[config.mk]
export PLATFORM = sky130hd
export DESIGN_NAME = irq_status_unit
export DESIGN_NICKNAME = d
export VERILOG_FILES = /design/src/rtl/i2c_stat_pkg.sv /design/src/rtl/stat_ctrl.sv /design/src/rtl/stat_datapath.sv /design/src/rtl/irq_status_unit.sv
export SDC_FILE = /design/constraint.sdc
export NUM_CORES = 1
export LEC_CHECK = 0
export BUFFER_PORTS_ARGS = -buffer_cell sky130_fd_sc_hd__buf_4
export CAP_MARGIN = 30
export CORE_ASPECT_RATIO = 0.5
export CORE_MARGIN = 3
export CORE_UTILIZATION = 40
export DETAILED_ROUTE_END_ITERATION = 10
export PLACE_DENSITY_LB_ADDON = 0.3
export SYNTH_ARGS = -nofsm -noshare
export SYNTH_HDL_FRONTEND = slang
export SYNTH_SLANG_ARGS = --single-unit
[constraint.sdc]
create_clock -name clk -period 1.6 [get_ports clk]
set_clock_uncertainty 0.15 [all_clocks]
set_input_delay 0.32 -clock clk [delete_from_list [all_inputs] [get_ports clk]]
set_output_delay 0.32 -clock clk [all_outputs]
set_load 0.05 [all_outputs]
[src/rtl/i2c_stat_pkg.sv]
package i2c_stat_pkg;

  localparam int STAT_W = 15;

  // Bit positions whose meaning other logic decodes
  localparam int BIT_ADDRESSED = 6;
  localparam int BIT_STOP_SEEN = 7;
  localparam int BIT_ARB_LOST  = 8;
  localparam int BIT_NACK      = 10;
  localparam int BIT_RESTART   = 11;

  localparam logic [STAT_W-1:0] ALL_ONES = {STAT_W{1'b1}};

  localparam logic [STAT_W-1:0] STICKY_MASK =
      (STAT_W'(1) << BIT_ADDRESSED) |
      (STAT_W'(1) << BIT_STOP_SEEN) |
      (STAT_W'(1) << BIT_ARB_LOST)  |
      (STAT_W'(1) << BIT_NACK)      |
      (STAT_W'(1) << BIT_RESTART);

  localparam logic [STAT_W-1:0] LEVEL_MASK = ALL_ONES & ~STICKY_MASK;

  typedef struct packed {
    logic              loadEnable;
    logic [STAT_W-1:0] enableValue;
    logic [STAT_W-1:0] clearBits;
  } statStrobe_t;

endpackage

[src/rtl/stat_ctrl.sv]
module stat_ctrl
  import i2c_stat_pkg::*;
(
  input  logic              wrEn,
  input  logic              wrSel,
  input  logic [STAT_W-1:0] wrData,
  output statStrobe_t       strobe
);

  always_comb begin
    strobe.loadEnable  = wrEn && !wrSel;
    strobe.enableValue = wrData;
    // Only event positions can be cleared; the rest of the word is dropped
    strobe.clearBits   = (wrEn && wrSel) ? (wrData & STICKY_MASK) : '0;
  end

endmodule

[src/rtl/stat_datapath.sv]
module stat_datapath
  import i2c_stat_pkg::*;
(
  input  logic              clk,
  input  logic              rstN,
  input  logic [STAT_W-1:0] eventPulse,
  input  logic [STAT_W-1:0] levelIn,
  input  statStrobe_t       strobe,
  output logic [STAT_W-1:0] statusWord,
  output logic [STAT_W-1:0] enableWord,
  output logic              irqLine
);

  logic [STAT_W-1:0] flagQ;
  logic [STAT_W-1:0] enableQ;

  for (genvar i = 0; i < STAT_W; i++) begin : g_flag
    if (STICKY_MASK[i]) begin : g_sticky
      always_ff @(posedge clk or negedge rstN) begin
        if (!rstN)              flagQ[i] <= 1'b0;
        else if (eventPulse[i]) flagQ[i] <= 1'b1;   // set beats clear
        else if (strobe.clearBits[i]) flagQ[i] <= 1'b0;
      end
    end else begin : g_level
      always_ff @(posedge clk or negedge rstN) begin
        if (!rstN) flagQ[i] <= 1'b0;
        else       flagQ[i] <= levelIn[i];
      end
    end
  end

  always_ff @(posedge clk or negedge rstN) begin
    if (!rstN)                  enableQ <= '0;
    else if (strobe.loadEnable) enableQ <= strobe.enableValue;
  end

  assign statusWord = flagQ;
  assign enableWord = enableQ;
  assign irqLine    = |(flagQ & enableQ);

endmodule

[src/rtl/irq_status_unit.sv]
module irq_status_unit
  import i2c_stat_pkg::*;
(
  input  logic              clk,
  input  logic              rstN,
  input  logic [STAT_W-1:0] eventPulse,
  input  logic [STAT_W-1:0] levelIn,
  input  logic              wrEn,
  input  logic              wrSel,
  input  logic [STAT_W-1:0] wrData,
  output logic [STAT_W-1:0] statusOut,
  output logic [STAT_W-1:0] enableOut,
  output logic              irqOut
);

  statStrobe_t strobe;

  stat_ctrl u_ctrl (
    .wrEn   (wrEn),
    .wrSel  (wrSel),
    .wrData (wrData),
    .strobe (strobe)
  );

  stat_datapath u_dp (
    .clk        (clk),
    .rstN       (rstN),
    .eventPulse (eventPulse),
    .levelIn    (levelIn),
    .strobe     (strobe),
    .statusWord (statusOut),
    .enableWord (enableOut),
    .irqLine    (irqOut)
  );

endmodule

==> Word-level counts from Yosys, hierarchy flattened <==
Index checks and enable logic that the tools add are counted.
{ "op_classes": {"n_addsub": 0, "mul": 0, "div": 0, "n_lt_le_gt_ge": 0, "eq_ne": 0, "shifts": 0, "mux": 11, "bitwise_logic": 1, "reduce_logical": 9} }
{ "ops": {"columns": ["cell", "n"], "rows": [
  ["bitwise AND 15 bit", 1],
  ["OR reduction 15 bit", 1],
  ["2-to-1 mux 12 bit", 1],
  ["2-to-1 mux 1 bit", 10],
  ["nonzero test 2 bit", 5],
  ["logical AND 1 bit", 2],
  ["zero test 1 bit", 1]
]} }
{ "totals": {"register_bits": 30, "latchBits": 0, "ram_bits": 0, "mem_bits_ro": 0, "output_inout_bits": 31, "memories": 0} }

==> Logic depth before layout (Yosys ltp) <==
{ "depth": {"word_depth": 4, "mapped_depth": 4, "depth_no_buf": 3} }

==> By module <==
From an unflattened synthesis, not the netlist that was laid out.
{ "unflattened": {"hier_cells": 98, "area_unflattened_um2": 1335.0} }
{ "modules_own_cells": {"columns": ["module", "n_inst", "cells_per_inst", "area_per_inst_um2", "seq_area_each_um2"], "rows": [
  ["stat_datapath", 1, 66, 1106.1, 750.7],
  ["stat_ctrl", 1, 32, 229.0, 0.0]
]} }

==> Worst setup path before layout <==
OpenSTA, ideal clock, no wires.
{ "synth_path": {"path_type": "reg-to-output", "startpoint": "register u_dp.flagQ[2] (netlist: u_dp.statusWord[2])", "endpoint": "output irqOut", "t_arrival_ns": 1.570, "required_time_ns": 1.130, "slack_ns": -0.440, "path_stages_with_launch": 4, "n_path_buf": 0, "cell_sequence": "dfrtp_1 a222oi_1 and3_1 nand4_1"} }
{ "synth_via": {"elab_chain_len": 2} }
{ "synth_rtl": {"columns": ["element", "line_no", "source"], "rows": [
  ["from (decl)", "stat_datapath.sv:14", "logic [STAT_W-1:0] flagQ;"],
  ["from (signal, indexed assignment)", "stat_datapath.sv:27", "else flagQ[i] <= levelIn[i];"],
  ["bitwise AND 15 bit", "stat_datapath.sv:39", "assign irqLine = |(flagQ & enableQ);"],
  ["OR reduction 15 bit", "stat_datapath.sv:39", null],
  ["to (decl)", "irq_status_unit.sv:13", "output logic irqOut"]
]} }
Every way passes these cells.

==> Worst setup path in the final report <==
{ "layout_path": {"startpoint": "register u_dp.enableQ[2] (netlist: u_dp.enableWord[2])", "endpoint": "output irqOut"} }
{ "layout_via": {"elab_chain_len": 2} }
{ "layout_rtl": {"columns": ["element", "line_no", "source"], "rows": [
  ["from (decl)", "stat_datapath.sv:15", "logic [STAT_W-1:0] enableQ;"],
  ["from (signal assigned)", "stat_datapath.sv:34", "else if (strobe.loadEnable) enableQ <= strobe.enableValue;"],
  ["bitwise AND 15 bit", "stat_datapath.sv:39", null],
  ["OR reduction 15 bit", "stat_datapath.sv:39", null]
]} }
Every way passes these cells.

==> flow_metrics.py <==
metrics = {
    "status": {
        "status": "finished with violations",
        "violations": "negative setup slack",
    },
    "floorplan": {
        "rows": 12,
        "ios": 80,
        "core_mm2": 0.00243,
        "dieArea_mm2": 0.00353,
        "die_h_um": 43.5,
        "chipWidth_um": 81.1,
        "start_util_pct": 46.3,
    },
    "critical_path": {
        "cp_num_cells": 4,
        "r2r_cells": 2,
        "crit_slowest_cell": "dfrtp_2",
        "required_ns": 1.13,
        "critical_path_class": "register to output pin",
        "crit_chain": "a222oi_1 > and3_1 > nand4_1 > buf_6",
        "end_kind": "output pin",
        "max_stage_delay_ns": 0.41,
        "crit_fanout": 2,
        "path_buf_inv": 1,
        "cp_top_family": "flip-flops",
        "crit_arrival_ns": 1.49,
        "cp-start-kind": "register",
    },
    "power_and_ir_drop": {
        "finalPower_mw": 2.28,
        "p_leak_nw": 0.937,
        "p_per_area_mw_per_mm2": 1170,
        "peakVddDrop_mv": 0.643,
    },
    "routing": {
        "num_vias": 912,
        "dr.pass1.iters": 4,
        "wl_per_cell_um": 14.9,
        "drtAntennaViolNets": 0,
        "drt_iter0_markers": 45,
        "drc_errors": 0,
        "wirelength_mm": 2.87,
        "viasPerCell": 4.73,
    },
    "synthesis": {
        "yosys_warnings": 0,
        "synth-compound-area-share_pct": 8.44,
        "synth_top_family_by_area": "multiplexers",
        "synth_area_mm2": 0.00113,
        "postSynthAreaPerCell_um2": 16.8,
        "synth_nets": 116,
        "ys_ff_latch": 30,
        "synth_cell_type_count": 14,
        "synthMuxAreaShare_pct": 18.3,
        "seq_area_frac_synth_pct": 66.6,
        "synth-adder-area-share_pct": 0,
        "synth_cells": 67,
        "synth_xor_area_share_pct": 0,
        "synthSimpleGateAreaFrac_pct": 3.88,
    },
    "timing": {
        "hold_slack_ns": 0.0724,
        "tightest_slew_ns": 0.367,
        "hold_violations": 0,
        "finalCriticalPeriod_ns": 1.96,
        "setup_violations": 1,
        "finalCritPeriodShare_pct": 122,
        "rsz0062_at_grt": "true",
        "setup_slack_ns": -0.356,
        "clock.fmax_mhz": 511,
        "slew_violations": 0,
        "slew_headroom_pct": 75.5,
    },
    "global_routing": {
        "grt.overflow.total": 0,
        "antenna_found_initial": 0,
        "grt_pass1_vias": 945,
        "grtUsageTotal_pct": 18.0,
        "grt_first_pass_wirelength_mm": 4.60,
        "grt_start_max_net_pins": 31,
    },
    "final_layout": {
        "fin_nets": 206,
        "layout-drive-gt1-share_pct": 68.4,
        "diodes": 0,
        "n_fill_cell": 148,
        "area_growth_pct": 73.1,
    },
    "placement": {
        "dp_hpwl_mm": 2.05,
        "port_buffers": 64,
        "place.gp.congestion": 0.802,
    },
    "clocking": {
        "post_cts_buffers": 0,
        "clock_latency_ns": 0.27,
        "clock_sinks": 30,
        "cts_tree": "done",
        "cts.path.max_buffers": 2,
        "cts_max_level": 2,
        "clk_pin_slew_ns": 0.06,
        "numCtsBuffers": 5,
        "cts_root_buffer": "clkbuf_8",
    },
    "flow_run": {
        "cap_violations": 0,
    },
    "hold_path": {
        "hp-class": "primary input to register",
        "holdPathStages": 2,
    },
}
-- area by class of cell --
| class | count | area (um2) | share of cell area (%) |
|---|---|---|---|
| repair buffers | 85 | 682 | 34.9 |
| multi-input cells | 35 | 354 | 18.1 |
| well taps | 35 | 43.8 | 2.24 |
| clock buffers | 8 | 110 | 5.64 |
| flip-flops and latches | 30 | 762 | 39.0 |
-- sequential cells by signal (all words and copies together), names as in the netlist --
name             count
u_dp.enableWord     15
u_dp.statusWord     15
-- synthesized netlist by cell type --
| cell | instances | area (um2) |
|---|---|---|
| a222oi_1 | 1 | 10.0 |
| a221oi_1 | 1 | 8.76 |
| nor2b_1 | 1 | 6.26 |
| buf_6 | 1 | 11.3 |
| nand3_1 | 5 | 25.0 |
| mux2_2 | 5 | 56.3 |
| a22o_1 | 1 | 8.76 |
| mux2_4 | 10 | 150 |
| buf_12 | 1 | 20.0 |
| a21o_1 | 5 | 37.5 |
| and3_1 | 1 | 6.26 |
| a22oi_1 | 4 | 30.0 |
| dfrtp_1 | 30 | 751 |
| nand4_1 | 1 | 6.26 |
-- power by group --
group	switching [mW]	total [mW]	leakage [nW]	internal, mW
sequential	0.0563	0.895	0.332	0.839
clock	0.262	0.696	0.0575	0.434
combinational	0.395	0.684	0.547	0.289
-- path summary, 6_finish.rpt --
check	from	to	slack [ns]
max	u_dp.enableWord[2]$_DFFE_PN0P_	irqOut	-0.36
min	eventPulse[7]	u_dp.statusWord[7]$_DFFE_PN0P_	0.07
max reg2reg	u_dp.enableWord[2]$_DFFE_PN0P_	u_dp.enableWord[2]$_DFFE_PN0P_	0.54
min reg2reg	u_dp.statusWord[10]$_DFFE_PN0P_	u_dp.statusWord[10]$_DFFE_PN0P_	0.36
max in group asynchronous	rstN	u_dp.statusWord[5]$_DFF_PN0_	0.64
min in group asynchronous	rstN	u_dp.statusWord[1]$_DFF_PN0_	0.36
-- cells by family (layout without fill, tap and decap cells) --
logic type	Yosys count	count (layout)
buffers and inverters	2	93
and+or+nand+nor	8	8
AOI/OAI and AO/OA	12	12
muxes	15	15
DFF	30	30
-- through the flow --
| stage | area (um2) | TNS, ns | setup WS (ns) | utilization (%) | instances |
|---|---|---|---|---|---|
| CTS | 1950 | -0.378 | -0.378 | 80.2 | 193 |
| global route | 1950 | -0.469 | -0.469 | 80.2 | 193 |
| floorplan | 1140 | -0.349 | -0.349 | - | 67 |
| global placement | 1720 | -0.0704 | -0.0704 | 70.8 | 174 |
| detailed placement | 1720 | -0.0975 | -0.0975 | 70.8 | 174 |
| finish | 1950 | -0.356 | -0.356 | 80.2 | 193 |
-- per-layer routing --
| metal | vias to the layer above | routed length [um] | track usage (%) |
|---|---|---|---|
| met5 | - | 0 | 0 |
| met4 | 0 | 35 | 7.07 |
| met3 | 5 | 210 | 7.05 |
| met2 | 37 | 1420 | 28.9 |
| met1 | 444 | 1210 | 22.2 |
| li1 | 426 | - | - |
-- timing repair --
action,CTS,global route
setup endpoints to repair,1,1
gates resized for setup,2,0
pin swaps,1,2
endpoints found under the hold margin,40,0
hold buffers,11,0
-- layout by cell type (no fill, tap or decap), types with 4 or more instances in the layout --
master,count
clkbuf_8,8
a22oi_1,4
dfrtp_2,9
dlygate4sd3_1,11
nand3_1,5
dfrtp_1,21
buf_4,72
a21o_1,5
mux2_2,5
mux2_4,10
Note: power is estimated with default switching activity, not from simulation.
